**src/rtl/intc_pkg.sv**
```systemverilog
package intc_pkg;
   // Global enable pair: bit 0 gates the high level (legacy: all),
   // bit 1 gates the low level (legacy: peripherals).
   typedef struct packed {
      logic lo_en;
      logic hi_en;
   } ge_t;

   typedef enum logic [0:0] {
      LVL_LO = 1'b0,
      LVL_HI = 1'b1
   } lvl_e;
endpackage

```
**src/rtl/intc_gate.sv**
```systemverilog
module intc_gate #(
   parameter int N_SRC  = 8,
   parameter int N_CORE = 3
) (
   input  logic [N_SRC-1:0] flag,
   input  logic [N_SRC-1:0] en,
   input  logic [N_SRC-1:0] pri,
   output logic             any_pend,
   output logic             core_pend,
   output logic             per_pend,
   output logic             hi_pend,
   output logic             lo_pend
);
   localparam int N_PER = N_SRC - N_CORE;

   logic [N_SRC-1:0] pend;
   assign pend     = flag & en;
   assign any_pend = |pend;
   assign hi_pend  = |(pend & pri);
   assign lo_pend  = |(pend & ~pri);

   generate
      if (N_CORE == 0) begin : g_no_core
         assign core_pend = 1'b0;
      end else begin : g_core
         assign core_pend = |pend[N_CORE-1:0];
      end
      if (N_PER == 0) begin : g_no_per
         assign per_pend = 1'b0;
      end else begin : g_per
         assign per_pend = |pend[N_SRC-1:N_CORE];
      end
   endgenerate
endmodule

```
**src/rtl/intc_state.sv**
```systemverilog
module intc_state
   import intc_pkg::*;
#(
   parameter int N_SRC = 8
) (
   input  logic             clk,
   input  logic             rst_n,
   input  logic             pri_wr,
   input  logic [N_SRC-1:0] pri_wdata,
   input  logic             ge_wr,
   input  ge_t              ge_wdata,
   input  logic             take,
   input  lvl_e             take_lvl,
   input  logic             reti,
   output logic [N_SRC-1:0] pri,
   output ge_t              ge,
   output logic             hi_act,
   output logic             lo_act
);
   ge_t  ge_n;
   logic hi_n, lo_n;

   always_comb begin
      ge_n = ge;
      hi_n = hi_act;
      lo_n = lo_act;
      if (ge_wr) ge_n = ge_wdata;
      if (reti) begin
         if (hi_act) begin
            ge_n.hi_en = 1'b1;
            hi_n       = 1'b0;
         end else if (lo_act) begin
            ge_n.lo_en = 1'b1;
            lo_n       = 1'b0;
         end
      end
      if (take) begin
         if (take_lvl == LVL_HI) begin
            ge_n.hi_en = 1'b0;
            hi_n       = 1'b1;
         end else begin
            ge_n.lo_en = 1'b0;
            lo_n       = 1'b1;
         end
      end
   end

   always_ff @(posedge clk) begin
      if (!rst_n) begin
         ge     <= '0;
         hi_act <= 1'b0;
         lo_act <= 1'b0;
         pri    <= '1;
      end else begin
         ge     <= ge_n;
         hi_act <= hi_n;
         lo_act <= lo_n;
         if (pri_wr) pri <= pri_wdata;
      end
   end
endmodule

```
**src/rtl/intc_arb.sv**
```systemverilog
module intc_arb
   import intc_pkg::*;
#(
   parameter int              ADDR_W = 21,
   parameter logic [ADDR_W-1:0] HI_VEC = 'h8,
   parameter logic [ADDR_W-1:0] LO_VEC = 'h18
) (
   input  logic              prio_mode,
   input  ge_t               ge,
   input  logic              hi_act,
   input  logic              core_pend,
   input  logic              per_pend,
   input  logic              hi_pend,
   input  logic              lo_pend,
   output logic              req,
   output lvl_e              lvl,
   output logic [ADDR_W-1:0] vec
);
   logic hi_sel, lo_sel;

   always_comb begin
      if (prio_mode) begin
         hi_sel = ge.hi_en & hi_pend;
         lo_sel = ge.lo_en & lo_pend & ~hi_act & ~hi_sel;
      end else begin
         hi_sel = ge.hi_en & (core_pend | (ge.lo_en & per_pend));
         lo_sel = 1'b0;
      end
   end

   assign req = hi_sel | lo_sel;
   assign lvl = hi_sel ? LVL_HI : LVL_LO;
   assign vec = hi_sel ? HI_VEC : LO_VEC;
endmodule

```
**src/rtl/two_level_intc.sv**
```systemverilog
module two_level_intc
   import intc_pkg::*;
#(
   parameter int                N_SRC  = 8,
   parameter int                N_CORE = 3,
   parameter int                ADDR_W = 21,
   parameter logic [ADDR_W-1:0] HI_VEC = 'h000008,
   parameter logic [ADDR_W-1:0] LO_VEC = 'h000018
) (
   input  logic              clk,
   input  logic              rst_n,
   input  logic [N_SRC-1:0]  src_flag,
   input  logic [N_SRC-1:0]  src_en,
   input  logic              pri_wr,
   input  logic [N_SRC-1:0]  pri_wdata,
   input  logic              ge_wr,
   input  logic [1:0]        ge_wdata,
   input  logic              prio_mode,
   input  logic              irq_ack,
   input  logic              irq_reti,
   output logic              irq_req,
   output logic [ADDR_W-1:0] irq_vec,
   output logic              wake,
   output logic [1:0]        ge_state
);
   generate
      if (N_SRC < 1) begin : g_bad_nsrc
         $error("two_level_intc: N_SRC must be at least 1");
      end
      if (N_CORE < 0 || N_CORE > N_SRC) begin : g_bad_ncore
         $error("two_level_intc: N_CORE must lie in 0..N_SRC");
      end
      if (HI_VEC == LO_VEC) begin : g_bad_vec
         $error("two_level_intc: the two vectors must differ");
      end
   endgenerate

   logic [N_SRC-1:0] pri;
   ge_t              ge;
   logic             hi_act, lo_act;
   logic             core_pend, per_pend, hi_pend, lo_pend;
   lvl_e             lvl;
   logic             take;

   intc_gate #(.N_SRC(N_SRC), .N_CORE(N_CORE)) u_gate (
      .flag(src_flag), .en(src_en), .pri(pri),
      .any_pend(wake), .core_pend(core_pend), .per_pend(per_pend),
      .hi_pend(hi_pend), .lo_pend(lo_pend)
   );

   intc_arb #(.ADDR_W(ADDR_W), .HI_VEC(HI_VEC), .LO_VEC(LO_VEC)) u_arb (
      .prio_mode(prio_mode), .ge(ge), .hi_act(hi_act),
      .core_pend(core_pend), .per_pend(per_pend),
      .hi_pend(hi_pend), .lo_pend(lo_pend),
      .req(irq_req), .lvl(lvl), .vec(irq_vec)
   );

   assign take = irq_ack & irq_req;

   intc_state #(.N_SRC(N_SRC)) u_state (
      .clk(clk), .rst_n(rst_n),
      .pri_wr(pri_wr), .pri_wdata(pri_wdata),
      .ge_wr(ge_wr), .ge_wdata(ge_t'(ge_wdata)),
      .take(take), .take_lvl(lvl), .reti(irq_reti),
      .pri(pri), .ge(ge), .hi_act(hi_act), .lo_act(lo_act)
   );

   assign ge_state = ge;
endmodule

```
**config.mk**
```make
export PLATFORM = sky130hd
export DESIGN_NAME = two_level_intc
export DESIGN_NICKNAME = d
export VERILOG_FILES = /design/src/rtl/intc_pkg.sv /design/src/rtl/intc_gate.sv /design/src/rtl/intc_state.sv /design/src/rtl/intc_arb.sv /design/src/rtl/two_level_intc.sv
export SDC_FILE = /design/constraint.sdc
export NUM_CORES = 1
export LEC_CHECK = 0
export ABC_CLOCK_PERIOD_IN_PS = 2700
export BUFFER_PORTS_ARGS = -buffer_cell sky130_fd_sc_hd__buf_2
export CORE_UTILIZATION = 44
export CTS_CLUSTER_DIAMETER = 150
export CTS_CLUSTER_SIZE = 24
export DETAILED_ROUTE_END_ITERATION = 12
export GPL_TIMING_DRIVEN = 0
export PLACE_DENSITY = 0.83
export SLEW_MARGIN = 25
export SYNTH_ARGS = -nofsm -noshare
export SYNTH_HDL_FRONTEND = slang
export SYNTH_SLANG_ARGS = --single-unit
```
**constraint.sdc**
```tcl
create_clock -name clk -period 2.7 [get_ports clk]
set_input_delay 0 -clock clk [delete_from_list [all_inputs] [get_ports clk]]
set_output_delay 0 -clock clk [all_outputs]
set_load 0.005 [all_outputs]
```
==> impl_metrics.py, run 1 <==
metrics = {
    "outcome": {
        "outcome": "complete, no violations",
    },
    "synthesis": {
        "synth_commonest_cells": "buf_4 (20), nand2_1 (19), dfxtp_1 (12), nand3_1 (12), mux2i_1 (8)",
        "syn_area_um2": 853,
        "ys_async_sr_fraction": 0,
        "seq_area_frac_synth": 0.282,
        "synth_cell_types": 29,
        "yosysMostFrequentCell": "buf_4",
        "synth_flop_cell": "dfxtp_1",
        "synthCells": 108,
        "synth_top_cell_by_area": "dfxtp_1",
        "synth_enable_flop_cells": 0,
        "ys_top_cells_by_area": "dfxtp_1 (28%), buf_4 (18%), mux2i_1 (9.4%), nand2_1 (8.4%), nand3_1 (7.0%)",
        "synth-seq-cells": 12,
        "synth.top_cell.area_share": 0.282,
        "syn_avg_cell_area_um2": 7.90,
        "ys_warn_count": 0,
    },
    "cts": {
        "cts_tree": "built",
        "htree_levels": 1,
        "cts_buffers": 3,
        "post_cts_buffers": 0,
        "cts.clk_slew.worst_paths_ns": 0.08,
        "clock-sinks": 12,
        "clock_latency_ns": 0.28,
        "cts.path.max_buffers": 2,
        "cts_root_buf": "clkbuf_4",
    },
    "worst_setup_path": {
        "cp-end-kind": "output port",
        "r2r_cells": 4,
        "startpoint_type": "register",
        "cpPeakStageDelay_ns": 0.54,
        "crit_type": "register to output port",
        "worstPathRequired_ns": 2.70,
        "reg2reg_from": "u_state.pri[7]",
        "path_cells": "o22ai_1 -> nor4_1 -> o221ai_1 -> buf_2",
        "crit_fanout": 3,
        "crit_slowest_cell": "nor4_1",
        "r2r_slack_ns": 1.30,
        "crit_arrival_ns": 1.70,
        "reg2reg_to": "u_state.lo_act",
    },
    "route": {
        "via_per_inst": 4.89,
        "routed-via-count": 978,
        "wl_per_cell_um": 11.9,
        "firstDrtPassIters": 5,
        "routed_wl_um": 2370,
        "drtIter0Drc": 24,
        "drc_errors": 0,
        "ant_nets": 0,
    },
    "cells_and_area": {
        "final_area_um2": 1260,
        "multiInputGateArea_um2": 507,
        "diodes": 0,
        "nets": 209,
        "seq_area_um2": 240,
        "fin_util": 0.713,
        "drive_above_1_share": 0.377,
        "areaGrowthSynthToFinish_pct": 47.5,
        "fillers": 153,
        "final_cell_count_no_fill": 200,
    },
    "floorplan": {
        "io_pins": 58,
        "die_x_um": 46.0,
        "die-area_um2": 2120,
        "dieHeight_um": 46.0,
        "rows": 15,
        "start_util": 0.484,
        "core-area_um2": 1760,
    },
    "placement": {
        "place.gp.congestion": 0.848,
        "portBuffers": 36,
        "dp_hpwl_um": 1660,
        "placed_area_um2": 1130,
        "dp.cells": 187,
    },
    "sta": {
        "tns_ns": 0,
        "min_period_ns": 1.70,
        "final-setup-viol-count": 0,
        "rsz0062_at_grt": "false",
        "hold_viol": 0,
        "finalCritPeriodShare": 0.629,
        "fmax_mhz": 589,
        "drv_slew": 0,
        "tightest_slew_ns": 0.569,
        "maxSlewHeadroom": 0.617,
        "fin_skew_ns": 0.00442,
    },
    "hold_path": {
        "hold_start": "irq_reti",
        "hold_class": "primary input to register",
        "worstHoldPathCells": 3,
        "holdPathEnd": "u_state.hi_act",
    },
    "power_and_ir_drop": {
        "vdd_drop_max_uv": 249,
        "powerDensity_nw_per_um2": 380,
        "p_total_mw": 0.479,
        "power.leakage_nw": 0.655,
    },
    "grt": {
        "grtUsageTotal": 0.245,
        "grt_overflow": 0,
        "antenna_found_initial": 0,
        "grt_max_degree": 11,
        "grt_pass1_wl_um": 3650,
        "first_global_vias": 884,
    },
    "job": {
        "cap_violations": 0,
    },
}
-- critical path, delay by kind of cell, from the launching register on --
| family | cells | cell delay, ns |
|---|---|---|
| simple gates | 1 | 0.54 |
| compound gates | 2 | 0.35 |
| flops | 1 | 0.35 |
| buf+inv | 1 | 0.17 |
-- worst max path at each step --
stage | to | depth (start not counted) | start | slack, ns
2_1_floorplan | u_state.ge[1] | 4 | u_state.pri[0] | 1.54
3_3_place_gp | irq_req | 4 | u_state.pri[5] | 1.42
3_5_place_dp | irq_req | 4 | u_state.pri[5] | 1.33
4_1_cts | irq_req | 4 | u_state.pri[5] | 0.97
5_1_grt | irq_req | 4 | u_state.pri[5] | 0.90
6_report | irq_req | 4 | u_state.pri[1] | 1.00
-- where the power goes --
part	internal [mW]	switching, mW	leakage [nW]
registers	0.187	0.00800	0.0990
logic	0.0726	0.0598	0.535
clock network	0.0821	0.0698	0.0210
total	0.341	0.138	0.655
-- stage by stage --
step	setup slack, ns	hold WS (ns)
floorplan	1.54	0.0496
finish	1.00	0.0776
global placement	1.42	0.214
detailed placement	1.33	0.222
global route	0.899	0.100
CTS	0.975	0.0810
-- what timing repair did --
| action | in CTS | in global routing |
|---|---|---|
| gates resized for setup | 0 | 0 |
| hold endpoints to repair | 9 | 0 |
| hold buffers | 9 | 0 |
-- registers in the layout, indices dropped and copies added (netlist names) --
| signal | cells |
|---|---|
| u_state.ge | 2 |
| u_state.hi_act | 1 |
| u_state.pri | 8 |
| u_state.lo_act | 1 |
-- per-layer routing --
layer	share of wire	wire, µm	up-vias	track usage
met2	0.52	1240	54	0.465
met1	0.36	858	435	0.239
met4	0.032	77	0	0.129
met3	0.084	198	9	0.0595
met5	0	0	-	0
li1	-	-	480	-
-- cells in the final DEF (no fill, tap or decap), drive strengths merged --
| master | synthesis | layout |
|---|---|---|
| a21bo | 2 | 2 |
| a21boi | 2 | 2 |
| a21o | 1 | 1 |
| a21oi | 2 | 2 |
| a221oi | 1 | 1 |
| a222oi | 1 | 1 |
| a22oi | 1 | 1 |
| and3 | 1 | 1 |
| and4 | 2 | 2 |
| buf | 21 | 57 |
| clkbuf | 1 | 5 |
| conb | 2 | 20 |
| dfxtp | 12 | 12 |
| dlygate4sd3 | 0 | 9 |
| inv | 4 | 4 |
| mux2i | 8 | 8 |
| nand2 | 19 | 19 |
| nand2b | 1 | 1 |
| nand3 | 12 | 12 |
| nor2 | 1 | 1 |
| nor2b | 3 | 3 |
| nor4 | 2 | 2 |
| o221ai | 2 | 2 |
| o22ai | 4 | 4 |
| o311a | 1 | 1 |
| o31a | 1 | 1 |
| o41ai | 1 | 1 |
-- cells by family after synthesis --
group | synth area share
simple gates | 0.232
buf+inv | 0.204
compound gates | 0.180
flops | 0.282
mux | 0.0938
other cells | 0.00880
-- layout make-up --
cell class / count / area share
Inverter: 4 / 0.0119
Clock buffer: 4 / 0.0288
Sequential cell: 12 / 0.191
Timing Repair Buffer: 45 / 0.215
Buffer: 22 / 0.126
Multi-Input combinational cell: 88 / 0.403
Tap cell: 25 / 0.0249
(Power assumes the default switching activity.)
==> inputs of run 2 (changes only) <==
--- a/config.mk
+++ b/config.mk
@@ -5,14 +5,14 @@
 export SDC_FILE = /design/constraint.sdc
 export NUM_CORES = 1
 export LEC_CHECK = 0
-export ABC_CLOCK_PERIOD_IN_PS = 2700
+export ABC_CLOCK_PERIOD_IN_PS = 1400
 export BUFFER_PORTS_ARGS = -buffer_cell sky130_fd_sc_hd__buf_2
-export CORE_UTILIZATION = 44
+export CORE_UTILIZATION = 37
 export CTS_CLUSTER_DIAMETER = 150
 export CTS_CLUSTER_SIZE = 24
 export DETAILED_ROUTE_END_ITERATION = 12
 export GPL_TIMING_DRIVEN = 0
-export PLACE_DENSITY = 0.83
+export PLACE_DENSITY = 0.74
 export SLEW_MARGIN = 25
 export SYNTH_ARGS = -nofsm -noshare
 export SYNTH_HDL_FRONTEND = slang
==> constraint.sdc (replaced) <==
create_clock -name clk -period 1.4 [get_ports clk]
set_input_delay 0 -clock clk [delete_from_list [all_inputs] [get_ports clk]]
set_output_delay 0 -clock clk [all_outputs]
set_load 0.005 [all_outputs]
==> run 2 against run 1 <==
Net effect: cell count is 3.0% higher; highest routed layer unchanged; final area is 10% higher; first-iteration DRC count is 75% lower; clock power is 39% higher; critical endpoint unchanged; sequential power is 96% higher; sequential share of layout area is 0.71 points lower; clock skew is 0.0020 ns lower; utilization is 8.0 points lower.
==> impl_metrics.py, run 2 (synthesis gave the netlist of run 1 again) <==
metrics = {
    "worst_setup_path": {
        "cpPeakStageDelay_ns": 0.36,
        "cp-end-kind": "output port",
        "startpoint_type": "register",
        "cp_top_family": "flip-flops",
        "worstPathRequired_ns": 1.40,
        "cp_num_buf_inv": 1,
        "crit_arrival_ns": 1.40,
        "path_cells": "nand3_2 -> and4_4 -> a21bo_2 -> o221ai_2 -> buf_2",
        "crit_fanout": 3,
        "crit_slowest_cell": "dfxtp_2",
        "crit_type": "register to output port",
    },
    "floorplan": {
        "rows": 17,
        "io_pins": 58,
        "die_x_um": 50.0,
        "start_util": 0.389,
        "dieHeight_um": 50.0,
        "core-area_um2": 2190,
        "die-area_um2": 2500,
    },
    "cts": {
        "cts.clk_slew.worst_paths_ns": 0.07,
        "cts_tree": "built",
        "cts_buffers": 3,
        "clock-sinks": 12,
        "cts_root_buf": "clkbuf_4",
        "cts.path.max_buffers": 2,
        "clock_latency_ns": 0.27,
        "htree_levels": 1,
    },
    "route": {
        "wl_per_cell_um": 12.0,
        "routed_wl_um": 2460,
        "via_per_inst": 4.76,
        "firstDrtPassIters": 5,
        "ant_nets": 0,
        "drtIter0Drc": 6,
        "drc_errors": 0,
        "routed-via-count": 981,
    },
    "cells_and_area": {
        "reg.largest.list": "u_state.pri (8), u_state.ge (2)",
        "layout_commonest_cell": "buf_2",
        "fin_util": 0.634,
        "nets": 213,
        "largest_reg_flops": 8,
        "top_register": "u_state.pri",
        "diodes": 0,
        "layout_common_cells": "buf_2 (37), buf_4 (23), conb_1 (20), nand2_1 (19)",
        "drive_above_1_share": 0.522,
        "areaGrowthSynthToFinish_pct": 62.8,
        "fillers": 190,
    },
    "sta": {
        "hold_viol": 0,
        "fin_ws_ns": 0.000395,
        "fmax_mhz": 714,
        "final-setup-viol-count": 0,
        "finalCritPeriodShare": 1.00,
        "drv_slew": 0,
        "holdWs_ns": 0.0899,
        "rsz0062_at_grt": "true",
        "fin_skew_ns": 0.00245,
        "tns_ns": 0,
        "min_period_ns": 1.40,
    },
    "placement": {
        "dp_hpwl_um": 1640,
        "place.gp.congestion": 0.787,
        "preCtsSetupSlack_ns": 0.0633,
        "portBuffers": 36,
    },
    "power_and_ir_drop": {
        "powerDensity_nw_per_um2": 650,
        "power.leakage_nw": 0.693,
        "vdd_drop_max_uv": 558,
    },
    "outcome": {
        "outcome": "complete, no violations",
    },
    "grt": {
        "antenna_found_initial": 0,
        "grtUsageTotal": 0.185,
        "grt_pass1_wl_um": 3550,
        "first_global_vias": 901,
        "grt_overflow": 0,
        "grt_max_degree": 11,
    },
    "hold_path": {
        "hold_class": "primary input to register",
    },
    "job": {
        "cap_violations": 0,
    },
}
## run 2: changes by cell type in the layout (fill, tap and decap cells not counted), moves of 3 or more
cell     before  now
dfxtp_1      12    2
dfxtp_2       0    9
nand3_1      12    8
nand3_2       0    4
buf_4        20   23
o22ai_1       4    1
## run 2: power breakdown
group	total (mW)	internal [mW]	leakage (nW)	switching, mW
clock network	0.212	0.0997	0.0138	0.112
registers	0.382	0.363	0.0974	0.0195
logic	0.309	0.173	0.581	0.136
total	0.903	0.635	0.693	0.268
## run 2: routing by layer
metal | global-route usage | vias up | part of all wire
met1 | 0.187 | 433 | 0.36
met3 | 0.0617 | 7 | 0.086
met4 | 0.0619 | 0 | 0.021
met2 | 0.344 | 53 | 0.53
li1 | - | 488 | -
met5 | 0 | - | 0
## run 2: final timing paths
check / startpoint / to / slack, ns / depth (start not counted)
max: u_state.pri[2] / irq_req / 0.0004 / 5
min: irq_reti / u_state.hi_act / 0.09 / 3
max reg2reg: u_state.pri[0] / u_state.ge[1] / 0.01 / 5
min reg2reg: u_state.lo_act / u_state.lo_act / 0.49 / 2
## run 2: worst register-to-register path: cells and delay by family (launching register included)
kind	cells	cell delay, ns
and+or+nand+nor	1	0.07
DFF	1	0.33
buffers and inverters	2	0.27
AOI/OAI and AO/OA	2	0.61
## run 2: layout make-up
type / instances / area, µm² / area share
multi-input cells: 88 / 598 / 0.431
repair buffers: 49 / 304 / 0.219
flip-flops and latches: 12 / 255 / 0.184
plain buffers: 22 / 159 / 0.114
well taps: 28 / 35.0 / 0.0252
clock buffers: 3 / 22.5 / 0.0162
inverters: 4 / 15.0 / 0.0108
## run 2: through the flow
step                      cell area (µm²)  power [mW]  cells
after detailed placement             1140       0.610    190
after floorplan                       921       0.523    126
final                                1390       0.903    206
after CTS                            1290       0.865    204
after global placement               1140       0.606    190
after global routing                 1390       0.954    206
## run 2: what timing repair did
action,4_1_cts,5_1_grt
buffers inserted,2,2
endpoints found under the hold margin,10,0
pin swaps,4,4
hold buffers,9,0
setup endpoints to repair,2,2
gates resized for setup,13,17
==> inputs of run 3 (changes only) <==
--- a/config.mk
+++ b/config.mk
@@ -5,6 +5,7 @@
 export SDC_FILE = /design/constraint.sdc
 export NUM_CORES = 1
 export LEC_CHECK = 0
+export ABC_AREA = 1
 export ABC_CLOCK_PERIOD_IN_PS = 1400
 export BUFFER_PORTS_ARGS = -buffer_cell sky130_fd_sc_hd__buf_2
 export CORE_UTILIZATION = 37
==> run 3 against run 2 <==
Net effect: hold slack got worse by 0.057 ns; final area fell by 3.9%; setup slack improved by 0.086 ns; non-clock buffer count rose by 1; highest routed layer unchanged.
==> impl_metrics.py, run 3 <==
metrics = {
    "outcome": {
        "outcome": "complete, no violations",
    },
    "placement": {
        "place.gp.congestion": 0.827,
        "dp.cells": 214,
        "dp_hpwl_um": 1740,
        "placed_area_um2": 1160,
        "portBuffers": 37,
        "preCtsSetupSlack_ns": 0.151,
    },
    "synthesis": {
        "synthCells": 131,
        "synth_enable_flop_cells": 0,
        "synth_top_family_by_area": "simple AND/OR/NAND/NOR gates",
        "synth_commonest_cells": "nand2_1 (30), buf_4 (20), nand3_1 (17)",
        "ys_warn_count": 0,
        "syn_area_um2": 877,
        "synthXorXnorAreaFrac": 0,
        "seq_area_frac_synth": 0.274,
        "synth.top_cell.area_share": 0.274,
        "synth-seq-cells": 12,
        "synth_top_cell_by_area": "dfxtp_1",
        "yosysMostFrequentCell": "nand2_1",
        "synth_flop_cell": "dfxtp_1",
        "syn_avg_cell_area_um2": 6.70,
        "synth_compound_area_frac": 0.104,
        "synthSimpleGateAreaFrac": 0.375,
        "synthAdderAreaFrac": 0,
        "synth.area.mux_share": 0.0114,
        "synth_cell_types": 20,
        "ys_top_cells_by_area": "dfxtp_1 (27%), buf_4 (17%), nand2_1 (13%), nand3_1 (9.7%), o21ai_0 (6.3%)",
        "ys_async_sr_fraction": 0,
    },
    "cells_and_area": {
        "reg.largest.list": "u_state.pri (8), u_state.ge (2)",
        "layout_commonest_cell": "buf_2",
        "largest_reg_flops": 8,
        "final_cell_count_no_fill": 231,
        "fillers": 220,
        "nets": 238,
        "diodes": 0,
        "top_register": "u_state.pri",
        "final_area_um2": 1340,
        "drive_above_1_share": 0.379,
        "areaGrowthSynthToFinish_pct": 52.2,
        "layout_common_cells": "buf_2 (37), nand2_1 (28), buf_4 (20), conb_1 (20), nand3_1 (17)",
    },
    "worst_setup_path": {
        "crit_arrival_ns": 1.45,
        "worstPathRequired_ns": 1.54,
        "cp-end-kind": "register",
        "startpoint_type": "primary input",
        "r2r_cells": 11,
        "crit_start": "pri_wdata[1]",
        "r2r_slack_ns": 0.19,
        "reg2reg_to": "u_state.ge[0]",
        "cp-endpoint": "u_state.pri[1]",
        "reg2reg_from": "u_state.pri[6]",
        "crit_fanout": 1,
        "crit_type": "primary input to register",
    },
    "floorplan": {
        "die_x_um": 50.7,
        "io_pins": 58,
        "die-area_um2": 2570,
        "dieHeight_um": 50.7,
        "rows": 17,
        "start_util": 0.393,
        "core-area_um2": 2230,
    },
    "grt": {
        "antenna_found_initial": 0,
        "first_global_vias": 993,
        "grtUsageTotal": 0.197,
        "grt_pass1_wl_um": 3800,
        "grt_overflow": 0,
        "grt_max_degree": 11,
    },
    "power_and_ir_drop": {
        "power.leakage_nw": 0.746,
        "p_total_mw": 0.880,
        "powerDensity_nw_per_um2": 659,
        "vdd_drop_max_uv": 459,
    },
    "route": {
        "drtIter0Drc": 23,
        "ant_nets": 0,
        "wl_per_cell_um": 10.2,
        "routed_wl_um": 2360,
        "drc_errors": 0,
        "firstDrtPassIters": 4,
        "routed-via-count": 1020,
        "via_per_inst": 4.42,
    },
    "sta": {
        "fin_skew_ns": 0.00383,
        "fin_ws_ns": 0.0869,
        "drv_slew": 0,
        "holdWs_ns": 0.0327,
        "final-setup-viol-count": 0,
        "finalCritPeriodShare": 0.938,
        "hold_viol": 0,
        "min_period_ns": 1.31,
        "fmax_mhz": 762,
    },
    "hold_path": {
        "hold_class": "primary input to register",
    },
    "cts": {
        "clock_latency_ns": 0.26,
        "cts.clk_slew.worst_paths_ns": 0.07,
        "post_cts_buffers": 0,
        "clock-sinks": 12,
        "cts_tree": "built",
        "htree_levels": 1,
        "cts_root_buf": "clkbuf_4",
        "cts_buffers": 3,
        "cts.path.max_buffers": 2,
    },
    "job": {
        "cap_violations": 0,
    },
}
run 3: changes by cell type after synthesis, sizes merged, moves of 6 or more:
cell,delta
o21ai,+11
nand3,+9
nor2,+6
mux2i,-7
inv,+8
nand2,+16
run 3: what timing repair did:
action,4_1_cts,5_1_grt
resized for setup,0,4
hold endpoints to repair,8,0
hold buffers,14,0
setup endpoints to repair,0,2
run 3: worst max-delay path, cell delays in order:
cell           delay (ns)
dlygate4sd3_1        0.56
buf_2                0.13
a21oi_1              0.13
dlygate4sd3_1        0.56
o21ai_0              0.07
run 3: metal layers:
layer  wire (µm)  vias to the layer above  share of wire  GRT usage
met1         925                      448           0.39      0.197
met3         118                        6          0.050     0.0182
met5           0                        -              0          0
li1            -                      530              -          -
met4          64                        0          0.027      0.106
met2        1250                       36           0.53      0.389
run 3: kinds of logic after synthesis:
| group | Yosys count |
|---|---|
| simple gates | 65 |
| buf+inv | 33 |
| compound gates | 18 |
| flops | 12 |
| other cells | 2 |
| mux | 1 |
run 3: worst min-delay path by stage:
stage | slack [ns] | end | start | cells after the start
after detailed placement | 0.21 | u_state.pri[5] | pri_wdata[5] | 3
final | 0.03 | u_state.hi_act | irq_reti | 4
after floorplan | 0.08 | u_state.pri[0] | rst_n | 1
after CTS | 0.02 | u_state.hi_act | irq_reti | 4
after global routing | 0.05 | u_state.ge[1] | rst_n | 3
after global placement | 0.21 | u_state.pri[5] | pri_wdata[5] | 3
run 3: area by class of cell:
cell class	count	area [µm²]	share of cell area
Buffer	21	154	0.115
Clock buffer	3	22.5	0.0169
Inverter	12	45.0	0.0337
Multi-Input combinational cell	104	510	0.382
Sequential cell	12	243	0.182
Tap cell	28	35.0	0.0262
Timing Repair Buffer	51	325	0.244
run 3: where the power goes:
part           internal, mW  switching, mW  total, mW
logic                 0.153          0.139      0.292
clock network        0.0992          0.106      0.205
registers             0.365         0.0177      0.383
run 3: stage by stage:
stage | util | TNS [ns]
2_1_floorplan | - | 0
3_3_place_gp | 0.522 | 0
3_5_place_dp | 0.522 | 0
4_1_cts | 0.594 | 0
5_1_grt | 0.598 | -0.00833
6_report | 0.598 | 0
